[config.mk]
export PLATFORM = sky130hd
export DESIGN_NAME = hbg_top
export DESIGN_NICKNAME = d
export VERILOG_FILES = /design/src/rtl/hbg_pkg.sv /design/src/rtl/hbg_seq.sv /design/src/rtl/hbg_ondelay.sv /design/src/rtl/hbg_half.sv /design/src/rtl/hbg_top.sv
export SDC_FILE = /design/constraint.sdc
export NUM_CORES = 1
export LEC_CHECK = 0
export ABC_AREA = 1
export BUFFER_PORTS_ARGS = -buffer_cell sky130_fd_sc_hd__buf_4
export CORE_ASPECT_RATIO = 0.8
export CORE_MARGIN = 1.5
export CORE_UTILIZATION = 40
export DETAILED_ROUTE_END_ITERATION = 6
export PLACE_DENSITY_LB_ADDON = 0.25
export RECOVER_POWER = 50
export SYNTH_ARGS = -nofsm -noshare
export SYNTH_HDL_FRONTEND = slang
export SYNTH_SLANG_ARGS = --single-unit
[constraint.sdc]
create_clock -name clk -period 1.6 [get_ports clk]
set_input_delay 0.32 -clock clk [delete_from_list [all_inputs] [get_ports clk]]
set_output_delay 0.32 -clock clk [all_outputs]
set_load 0.05 [all_outputs]
[src/rtl/hbg_pkg.sv]
package hbg_pkg;

    localparam int NUM_HALVES = 2;

    typedef enum logic [2:0] {
        SQ_UNARMED,
        SQ_OFF,
        SQ_REFRESH,
        SQ_HOLD,
        SQ_RUN
    } seq_state_e;

    typedef struct packed {
        logic lo;
        logic hi;
    } half_req_t;

    // Priority: disable block first, then low-side command over high-side.
    function automatic half_req_t resolve(input logic blk, input logic hi_ok,
                                          input logic lo_c, input logic hi_c);
        half_req_t r;
        r.lo = !blk && lo_c;
        r.hi = !blk && hi_ok && hi_c && !lo_c;
        return r;
    endfunction

endpackage

[src/rtl/hbg_seq.sv]
module hbg_seq
    import hbg_pkg::*;
#(
    parameter int REFRESH_CYC = 65,
    parameter int UPEN_CYC    = 84
) (
    input  logic clk,
    input  logic rst,
    input  logic dis,
    output logic blk,
    output logic lo_force,
    output logic hi_ok
);
    localparam int CW = $clog2(UPEN_CYC + 1);
    localparam logic [CW-1:0] REF_LAST = CW'(REFRESH_CYC - 1);
    localparam logic [CW-1:0] UPEN_LAST = CW'(UPEN_CYC - 1);

    seq_state_e st;
    logic [CW-1:0] cnt;

    always_ff @(posedge clk) begin
        if (rst) begin
            st  <= SQ_UNARMED;
            cnt <= '0;
        end else if (dis) begin
            st  <= SQ_OFF;
            cnt <= '0;
        end else begin
            case (st)
                SQ_OFF: begin
                    st  <= SQ_REFRESH;
                    cnt <= '0;
                end
                SQ_REFRESH: begin
                    if (cnt == REF_LAST) st <= SQ_HOLD;
                    cnt <= cnt + 1'b1;
                end
                SQ_HOLD: begin
                    if (cnt == UPEN_LAST) st <= SQ_RUN;
                    cnt <= cnt + 1'b1;
                end
                default: begin
                    st  <= st;
                    cnt <= cnt;
                end
            endcase
        end
    end

    assign blk      = dis || (st == SQ_OFF);
    assign lo_force = (st == SQ_REFRESH) && !dis;
    assign hi_ok    = (st == SQ_RUN);

endmodule

[src/rtl/hbg_ondelay.sv]
module hbg_ondelay #(
    parameter int DLY_W = 6
) (
    input  logic             clk,
    input  logic             rst,
    input  logic             req,
    input  logic             force_on,
    input  logic [DLY_W-1:0] dly,
    output logic             gate
);
    logic [DLY_W-1:0] cnt;

    always_ff @(posedge clk) begin
        if (rst) begin
            gate <= 1'b0;
            cnt  <= '0;
        end else if (force_on) begin
            gate <= 1'b1;
            cnt  <= '0;
        end else if (!req) begin
            gate <= 1'b0;
            cnt  <= '0;
        end else if (!gate) begin
            if (cnt >= dly) gate <= 1'b1;
            else            cnt  <= cnt + 1'b1;
        end
    end

endmodule

[src/rtl/hbg_half.sv]
module hbg_half
    import hbg_pkg::*;
#(
    parameter int DLY_W = 6
) (
    input  logic             clk,
    input  logic             rst,
    input  logic             blk,
    input  logic             lo_force,
    input  logic             hi_ok,
    input  logic             lo_c,
    input  logic             hi_c,
    input  logic [DLY_W-1:0] hi_dly,
    input  logic [DLY_W-1:0] lo_dly,
    output logic             lo_g,
    output logic             hi_g
);
    half_req_t req;

    always_comb req = resolve(blk, hi_ok, lo_c, hi_c);

    hbg_ondelay #(.DLY_W(DLY_W)) u_lo (
        .clk(clk), .rst(rst), .req(req.lo), .force_on(lo_force),
        .dly(lo_dly), .gate(lo_g)
    );

    hbg_ondelay #(.DLY_W(DLY_W)) u_hi (
        .clk(clk), .rst(rst), .req(req.hi), .force_on(1'b0),
        .dly(hi_dly), .gate(hi_g)
    );

endmodule

[src/rtl/hbg_top.sv]
module hbg_top
    import hbg_pkg::*;
#(
    parameter int DLY_W       = 6,
    parameter int REFRESH_CYC = 65,
    parameter int UPEN_CYC    = 84
) (
    input  logic                  clk,
    input  logic                  rst,
    input  logic                  dis,
    input  logic [NUM_HALVES-1:0] lo_cmd,
    input  logic [NUM_HALVES-1:0] hi_cmd,
    input  logic [DLY_W-1:0]      hi_dly,
    input  logic [DLY_W-1:0]      lo_dly,
    output logic [NUM_HALVES-1:0] lo_gate,
    output logic [NUM_HALVES-1:0] hi_gate
);
    logic blk, lo_force, hi_ok;

    hbg_seq #(.REFRESH_CYC(REFRESH_CYC), .UPEN_CYC(UPEN_CYC)) u_seq (
        .clk(clk), .rst(rst), .dis(dis),
        .blk(blk), .lo_force(lo_force), .hi_ok(hi_ok)
    );

    for (genvar h = 0; h < NUM_HALVES; h++) begin : g_half
        hbg_half #(.DLY_W(DLY_W)) u_half (
            .clk(clk), .rst(rst), .blk(blk), .lo_force(lo_force),
            .hi_ok(hi_ok), .lo_c(lo_cmd[h]), .hi_c(hi_cmd[h]),
            .hi_dly(hi_dly), .lo_dly(lo_dly),
            .lo_g(lo_gate[h]), .hi_g(hi_gate[h])
        );
    end

endmodule

==> results of run 1 <==
## stage by stage
step	utilization	instances	TNS, ns	total power [W]	setup WS (ns)
2_1_floorplan	-	371	0	0.00110	0.150
3_3_place_gp	0.482	487	-0.104	0.00117	-0.0217
3_5_place_dp	0.482	487	-0.215	0.00117	-0.0591
4_1_cts	0.506	495	0	0.00220	0.00901
5_1_grt	0.508	496	-0.0111	0.00227	-0.0111
6_report	0.508	496	0	0.00218	0.143
## what timing repair did
action	CTS	global route
resized for setup	0	14
buffers inserted	0	1
setup endpoints to repair	0	23
endpoints found under the hold margin	0	0
## worst max-delay path, stage by stage, from the launching register on
cell,delay [ns]
dfxtp_2,0.36
inv_1,0.07
ha_1,0.26
o21ai_0,0.17
nand2_1,0.06
nand2_1,0.09
buf_4,0.14
nand3_1,0.10
a21oi_2,0.14
## worst max path at each step
stage / startpoint / endpoint / slack (ns)
after floorplan: lo_dly[3] / g_half[0].u_half.u_lo.cnt[0] / 0.15
after global placement: hi_dly[5] / g_half[0].u_half.u_hi.cnt[0] / -0.02
after detailed placement: hi_dly[5] / g_half[1].u_half.u_hi.cnt[1] / -0.06
after CTS: g_half[1].u_half.u_lo.cnt[0] / g_half[1].u_half.u_lo.cnt[0] / 0.009
after global routing: g_half[0].u_half.u_hi.cnt[5] / g_half[0].u_half.u_hi.cnt[5] / -0.01
final: g_half[1].u_half.u_lo.cnt[0] / g_half[1].u_half.u_lo.cnt[3] / 0.14
## state kept, by name, summed over array words and instances, names as in the netlist
| name | cells |
|---|---|
| g_half.u_half.u_hi.cnt | 12 |
| g_half.u_half.u_lo.cnt | 12 |
| u_seq.cnt | 7 |
| u_seq.st | 3 |
| g_half.u_half.u_hi.gate | 2 |
| g_half.u_half.u_lo.gate | 2 |
## power by group through the flow
stage	Clock [W]	Combinational, W	Sequential, W
3_3_place_gp	0	0.000187	0.000982
2_1_floorplan	0	0.000118	0.000981
5_1_grt	0.00109	0.000222	0.000961
6_report	0.00102	0.000194	0.000959
4_1_cts	0.00105	0.000193	0.000959
3_5_place_dp	0	0.000191	0.000982
## cells by family (layout without fill, tap and decap cells)
family,after synthesis,count (layout),synth area share
xor+xnor,8,8,0.0277
simple gates,182,182,0.318
fa+ha+maj,30,30,0.148
buf+inv,68,112,0.107
flops,38,38,0.300
compound gates,45,45,0.0988
## synth_stat cells, drive strengths merged
cell type | number | area, µm²
nand3 | 27 | 135
a21oi | 21 | 120
ha | 30 | 375
o21ai | 20 | 100
nand4 | 6 | 37.5
nand3b | 1 | 7.51
inv | 64 | 240
o21a | 1 | 7.51
o211ai | 1 | 7.51
nor3 | 4 | 42.5
nor2 | 59 | 239
and3 | 1 | 6.26
dfxtp | 38 | 761
nand2 | 84 | 338
buf | 4 | 30.0
xnor2 | 4 | 35.0
xor2 | 4 | 35.0
a211oi | 2 | 15.0
## layer usage
layer / GRT usage / vias to the layer above / share of wire / wire [µm]
li1: - / 1263 / - / -
met1: 0.217 / 1020 / 0.52 / 2680
met2: 0.260 / 35 / 0.43 / 2240
met3: 0.0378 / 7 / 0.041 / 215
met4: 0.0496 / 0 / 0.0092 / 48
met5: 0 / - / 0 / 0
## final cells by class
| cell class | count | area (µm²) |
|---|---|---|
| Tap cell | 81 | 101 |
| Clock inverter | 2 | 60.1 |
| Sequential cell | 38 | 763 |
| Multi-Input combinational cell | 265 | 1520 |
| Clock buffer | 6 | 82.6 |
| Fill cell | 584 | 2950 |
| Timing Repair Buffer | 40 | 287 |
| Inverter | 64 | 240 |
==> results.sh, run 1 <==
export IMPL_mostFrequentLayoutCell="nand2_1"
export IMPL_syn_inst=371
export IMPL_syn2layout_area_growth_pct=20.6
export IMPL_gp_congestion=0.801
export IMPL_p_seq_frac=0.441
export IMPL_grt_antenna_before_repair=0
export IMPL_die_x_um=92.0
export IMPL_p_switching_w=0.000481
export IMPL_via_per_inst=4.69
export IMPL_grt_max_degree=13
export IMPL_ir_drop_v=0.000465
export IMPL_n_antenna_cell=0
export IMPL_worstReg2RegEnd="g_half[1].u_half.u_lo.cnt[3]"
export IMPL_grt_pass1_wl_mm=8.83
export IMPL_yosys_warnings=0
export IMPL_netlist_area_mm2=0.00253
export IMPL_initial_utilization=0.422
export IMPL_combPwrFrac=0.089
export IMPL_cts_tree="built"
export IMPL_whs_ns=0.215
export IMPL_synth_fp_nets=420
export IMPL_synth_cell_types=26
export IMPL_hold_buffers=0
export IMPL_required_ns=1.83
export IMPL_fin_crit_ns=1.46
export IMPL_timing_rr_start="g_half[1].u_half.u_lo.cnt[0]"
export IMPL_port_buffer_count=22
export IMPL_drt_iter0_markers=69
export IMPL_slew_viol_final=0
export IMPL_p_leak_nw=1.40
export IMPL_clk_path_buf_depth=2
export IMPL_layout_drive_gt1_share=0.176
export IMPL_outcome="finished, final reports clean"
export IMPL_max_slew_margin=0.607
export IMPL_ant_nets=0
export IMPL_stdcell_area_mm2=0.00305
export IMPL_dp_hpwl_mm=4.00
export IMPL_die_h_um=74.2
export IMPL_insertion_delay_ns=0.29
export IMPL_htreeDepth=2
export IMPL_clkPwrFrac=0.470
export IMPL_fmax_mhz=687
export IMPL_wl_mm=5.19
export IMPL_cts_sinks=38
export IMPL_route_detailed_drc=0
export IMPL_cp_data_arrival_time_ns=1.69
export IMPL_p_sw_frac=0.221
export IMPL_endpoint_kind="flop"
export IMPL_power_density_mw_per_mm2=713
export IMPL_grt_ovfl_total=0
export IMPL_grt_use_total=0.161
export IMPL_pin_count=23
export IMPL_max_cap_viol_count=0
export IMPL_hold_violations=0
export IMPL_ys_ff_latch=38
export IMPL_fin_nets=463
export IMPL_finClkSkew_ns=0.00410
export IMPL_min_path_cells=2
export IMPL_start_kind="flop"
export IMPL_place_area_mm2=0.00290
export IMPL_p_int_w=0.00170
export IMPL_num_vias=2325
export IMPL_cts_root_buffer="clkbuf_8"
export IMPL_core_region_area_mm2=0.00601
export IMPL_dr_pass1_iters=4
export IMPL_setup_viol=0
export IMPL_clkTransAtPathRegs_ns=0.08
export IMPL_wire_per_inst_um=10.5
export IMPL_reg2reg_slack_ns=0.14
export IMPL_die_area_mm2=0.00682
export IMPL_num_rows=25
export IMPL_numCtsBuffers=5
export IMPL_syn_area_per_cell_um2=6.83
export IMPL_path_max_fanout=4
export IMPL_worstMarginPinSlew_ns=0.591
export IMPL_grt_pass1_vias=2002
export IMPL_hp_start="rst"
export IMPL_most_common_layout_cells="nand2_1, inv_1, nor2_1"
export IMPL_period_share=0.910
export IMPL_hold_class="input pin to flop"
export IMPL_critPathKind="flop to flop"
export IMPL_min_to="g_half[1].u_half.u_lo.gate"
export IMPL_ff2ff_path_depth=8
export IMPL_yosysSeqAreaShare=0.300
Power figures use the tool's default switching activity.
==> inputs of run 2 (changes only) <==
Settings changed: BUFFER_PORTS_ARGS -buffer_cell sky130_fd_sc_hd__buf_4 to -buffer_cell sky130_fd_sc_hd__clkbuf_2.
==> results.sh, run 2 (same netlist as run 1, synthesis figures left out) <==
export IMPL_outcome="finished, final reports clean"
export IMPL_crit_slowest_cell="dfxtp_2"
export IMPL_setup_tns_ns=0
export IMPL_period_share=0.924
export IMPL_stdcell_area_mm2=0.00292
export IMPL_dp_hpwl_mm=4.06
export IMPL_numCtsBuffers=5
export IMPL_via_per_inst=4.65
export IMPL_die_x_um=92.0
export IMPL_grt_pass1_wl_mm=8.75
export IMPL_n_antenna_cell=0
export IMPL_num_vias=2285
export IMPL_p_leak_nw=1.35
export IMPL_power_density_mw_per_mm2=618
export IMPL_start_kind="flop"
export IMPL_drt_iter0_markers=92
export IMPL_postLayoutCoreUtil=0.486
export IMPL_hold_class="input pin to flop"
export IMPL_max_slew_margin=0.606
export IMPL_cts_root_buffer="clkbuf_8"
export IMPL_port_buffer_count=22
export IMPL_place_area_mm2=0.00283
export IMPL_cp_data_arrival_time_ns=1.66
export IMPL_multi_input_area_mm2=0.00152
export IMPL_fin_nets=460
export IMPL_clk_path_buf_depth=2
export IMPL_reg2reg_slack_ns=0.12
export IMPL_most_common_layout_cells="nand2_1, inv_1, nor2_1"
export IMPL_ir_drop_v=0.000403
export IMPL_hp_start="rst"
export IMPL_wl_mm=5.00
export IMPL_clkTransAtPathRegs_ns=0.08
export IMPL_ff2ff_path_depth=8
export IMPL_fin_ws_ns=0.121
export IMPL_worstReg2RegEnd="g_half[0].u_half.u_hi.cnt[0]"
export IMPL_mostFrequentLayoutCell="nand2_1"
export IMPL_syn2layout_area_growth_pct=15.3
export IMPL_ant_nets=0
export IMPL_min_path_cells=2
export IMPL_place_ws_ns=-0.0318
export IMPL_wire_per_inst_um=10.2
export IMPL_core_region_area_mm2=0.00601
export IMPL_fin_crit_ns=1.48
export IMPL_die_h_um=74.2
export IMPL_path_max_fanout=5
export IMPL_critPathKind="flop to flop"
export IMPL_num_rows=25
export IMPL_crit_chain="inv_1, ha_1, o21ai_0, nand2_1, nand2_2, nand2_2, o21ai_0, nor2_1"
export IMPL_rsz0062_at_grt="false"
export IMPL_grt_antenna_before_repair=0
export IMPL_insertion_delay_ns=0.29
export IMPL_pin_count=23
export IMPL_route_detailed_drc=0
export IMPL_dr_pass1_iters=4
export IMPL_setup_viol=0
export IMPL_critPathTopFamily="simple AND/OR/NAND/NOR gates"
export IMPL_cts_sinks=38
export IMPL_htreeDepth=2
export IMPL_grt_ovfl_total=0
export IMPL_fmax_mhz=676
export IMPL_hold_violations=0
export IMPL_grt_max_degree=11
export IMPL_endpoint_kind="flop"
export IMPL_top_regs="g_half.u_half.u_hi.cnt (12), g_half.u_half.u_lo.cnt (12), u_seq.cnt (7)"
export IMPL_grt_use_total=0.160
export IMPL_cts_tree="built"
export IMPL_gp_congestion=0.807
export IMPL_initial_utilization=0.422
export IMPL_finClkSkew_ns=0.00386
export IMPL_required_ns=1.78
export IMPL_timing_rr_start="g_half[0].u_half.u_hi.cnt[0]"
export IMPL_nFillCells=628
export IMPL_layout_drive_gt1_share=0.166
export IMPL_slew_viol_final=0
export IMPL_min_to="g_half[1].u_half.u_lo.gate"
export IMPL_regArea_um2=762
export IMPL_worstMarginPinSlew_ns=0.593
export IMPL_die_area_mm2=0.00682
export IMPL_cp_num_buf_inv=1
export IMPL_grt_pass1_vias=2026
export IMPL_cpPeakStageDelay_ns=0.36
export IMPL_max_cap_viol_count=0
## run 2: changes by cell type in the layout (fill, tap and decap cells not counted), sizes merged
cell	change
bufinv	-2
buf	-21
clkbuf	+18
## run 2: metal layers
layer / track usage / routed length [µm] / share of wire / vias up
met2: 0.262 / 2170 / 0.43 / 24
li1: - / - / - / 1263
met3: 0.0327 / 171 / 0.034 / 4
met5: 0 / 0 / 0 / -
met1: 0.213 / 2620 / 0.52 / 994
met4: 0.0530 / 41 / 0.0082 / 0
## run 2: worst max-delay path by stage
stage / startpoint / endpoint / slack, ns / depth (start not counted)
6_report: g_half[0].u_half.u_hi.cnt[0] / g_half[0].u_half.u_hi.cnt[0] / 0.12 / 8
5_1_grt: g_half[0].u_half.u_hi.cnt[5] / g_half[0].u_half.u_hi.cnt[3] / 0.005 / 7
4_1_cts: g_half[0].u_half.u_hi.cnt[0] / g_half[0].u_half.u_hi.cnt[0] / 0.01 / 8
3_5_place_dp: hi_dly[5] / g_half[0].u_half.u_hi.cnt[0] / -0.03 / 9
3_3_place_gp: hi_dly[5] / g_half[0].u_half.u_hi.cnt[2] / -0.01 / 9
2_1_floorplan: lo_dly[3] / g_half[0].u_half.u_lo.cnt[0] / 0.15 / 8
## run 2: worst reg2reg max path, cell delays in order, from the launching register on
cell and delay (ns):
dfxtp_2 0.36, inv_1 0.05, ha_1 0.25, o21ai_0 0.19, nand2_1 0.10, nand2_2 0.11, nand2_2 0.09, o21ai_0 0.17
nor2_1 0.06
## run 2: layout make-up
class,count,share of cell area
clock buffer,6,0.0283
tap,81,0.0347
sequential,38,0.261
timing repair buffer,37,0.0746
multi-input combinational,265,0.519
inverter,64,0.0823
## run 2: repair_timing
item / in CTS / in global routing
hold buffers: 0 / 0
setup buffers: 0 / 0
setup endpoints to repair: 0 / 19
gates resized for setup: 0 / 12
## run 2: power breakdown
part           switching (W)  internal, W
clock network       0.000335     0.000333
registers         0.00000738     0.000952
logic               0.000111    0.0000653
total               0.000453      0.00135
## run 2: metrics by stage
stage,power [W],hold WS (ns),instances
finish,0.00180,0.255,491
global route,0.00188,0.267,491
CTS,0.00183,0.244,491
detailed placement,0.00116,0.478,485
global placement,0.00116,0.470,485
floorplan,0.00110,0.389,371
==> inputs of run 3 (changes only) <==
Settings changed: MAX_ROUTING_LAYER set to met4, REMOVE_ABC_BUFFERS set to 1.
==> results.sh, run 3 (same netlist as run 1, synthesis figures left out) <==
export IMPL_outcome="finished, final reports clean"
export IMPL_top_regs="g_half.u_half.u_hi.cnt (12), g_half.u_half.u_lo.cnt (12), u_seq.cnt (7)"
export IMPL_ir_drop_v=0.000470
export IMPL_grt_ovfl_total=0
export IMPL_hold_buffers=0
export IMPL_setup_viol=0
export IMPL_clk_path_buf_depth=2
export IMPL_wl_mm=5.06
export IMPL_mostFrequentLayoutCell="nand2_1"
export IMPL_required_ns=1.78
export IMPL_drt_iter0_markers=69
export IMPL_die_area_mm2=0.00682
export IMPL_critPathTopFamily="simple AND/OR/NAND/NOR gates"
export IMPL_pin_count=23
export IMPL_slew_viol_final=0
export IMPL_post_cts_buffers=0
export IMPL_core_region_area_mm2=0.00601
export IMPL_worstMarginPinSlew_ns=0.592
export IMPL_port_buffer_count=22
export IMPL_die_h_um=74.2
export IMPL_grt_use_total=0.163
export IMPL_cp_data_arrival_time_ns=1.67
export IMPL_stdcell_area_mm2=0.00296
export IMPL_cp_num_buf_inv=1
export IMPL_crit_slowest_cell="dfxtp_1"
export IMPL_num_vias=2335
export IMPL_start_kind="flop"
export IMPL_crit_chain="ha_1, nand2_1, a21oi_1, nor2_4, nand2_1, inv_1, nor2_1, nor2_1"
export IMPL_postLayoutCoreUtil=0.492
export IMPL_cpPeakStageDelay_ns=0.33
export IMPL_max_slew_margin=0.607
export IMPL_fin_crit_ns=1.49
export IMPL_fmax_mhz=672
export IMPL_syn2layout_area_growth_pct=16.7
export IMPL_via_per_inst=4.71
export IMPL_grt_pass1_wl_mm=8.63
export IMPL_finClkSkew_ns=0.00414
export IMPL_power_density_mw_per_mm2=613
export IMPL_period_share=0.930
export IMPL_initial_utilization=0.422
export IMPL_cts_tree="built"
export IMPL_most_common_layout_cells="nand2_1, inv_1, nor2_1"
export IMPL_cts_root_buffer="clkbuf_8"
export IMPL_hold_violations=0
export IMPL_grt_pass1_vias=2000
export IMPL_p_total_w=0.00181
export IMPL_hold_class="input pin to flop"
export IMPL_cts_sinks=38
export IMPL_max_cap_viol_count=0
export IMPL_route_detailed_drc=0
export IMPL_grt_antenna_before_repair=0
export IMPL_grt_max_degree=12
export IMPL_num_rows=25
export IMPL_endpoint_kind="flop"
export IMPL_p_leak_nw=1.37
export IMPL_insertion_delay_ns=0.29
export IMPL_fin_nets=463
export IMPL_n_antenna_cell=0
export IMPL_gp_congestion=0.835
export IMPL_layout_drive_gt1_share=0.169
export IMPL_dr_pass1_iters=4
export IMPL_path_max_fanout=5
export IMPL_place_area_mm2=0.00285
export IMPL_critPathKind="flop to flop"
export IMPL_wire_per_inst_um=10.2
export IMPL_numCtsBuffers=5
export IMPL_dp_hpwl_mm=4.07
export IMPL_htreeDepth=2
export IMPL_ant_nets=0
export IMPL_clkTransAtPathRegs_ns=0.07
export IMPL_die_x_um=92.0
==> run 3: final cells by class <==
class / instances / area, µm²
clock buffers: 7 / 86.3
clock inverters: 1 / 5.00
repair buffers: 40 / 240
well taps: 81 / 101
multi-input cells: 265 / 1520
fillers: 622 / 3050
inverters: 64 / 240
flip-flops and latches: 38 / 763
==> run 3: metal layers <==
metal / part of all wire / GRT usage / up-vias
met2: 0.43 / 0.248 / 30
li1: - / - / 1262
met4: 0.013 / 0.0581 / 0
met3: 0.029 / 0.0307 / 7
met5: 0 / - / -
met1: 0.53 / 0.217 / 1036
==> run 3: final timing paths <==
check,from,end,slack (ns),depth (start not counted)
worst max-delay path,g_half[0].u_half.u_hi.cnt[5],g_half[0].u_half.u_hi.cnt[1],0.11,8
worst min-delay path,rst,g_half[0].u_half.u_lo.gate,0.25,2
worst max register to register,g_half[0].u_half.u_hi.cnt[5],g_half[0].u_half.u_hi.cnt[1],0.11,8
worst min register to register,u_seq.cnt[1],u_seq.cnt[1],0.49,2
==> run 3: what timing repair did <==
item / 4_1_cts / 5_1_grt
endpoints found under the setup margin: 1 / 25
gates resized for setup: 1 / 15
hold endpoints to repair: 0 / 0
==> run 3: power by group <==
part	switching (W)	internal (W)	total (W)
clock	0.000329	0.000348	0.000676
combinational	0.000112	0.0000650	0.000177
sequential	0.00000703	0.000953	0.000960
==> run 3: through the flow <==
| step | TNS, ns | setup slack (ns) | hold slack [ns] | instances |
|---|---|---|---|---|
| after floorplan | 0 | 0.148 | 0.389 | 367 |
| after global placement | -0.0988 | -0.0255 | 0.472 | 488 |
| after detailed placement | -0.466 | -0.0917 | 0.487 | 488 |
| after CTS | 0 | 0.00983 | 0.241 | 496 |
| after global routing | -0.00248 | -0.00237 | 0.246 | 496 |
| final | 0 | 0.113 | 0.252 | 496 |
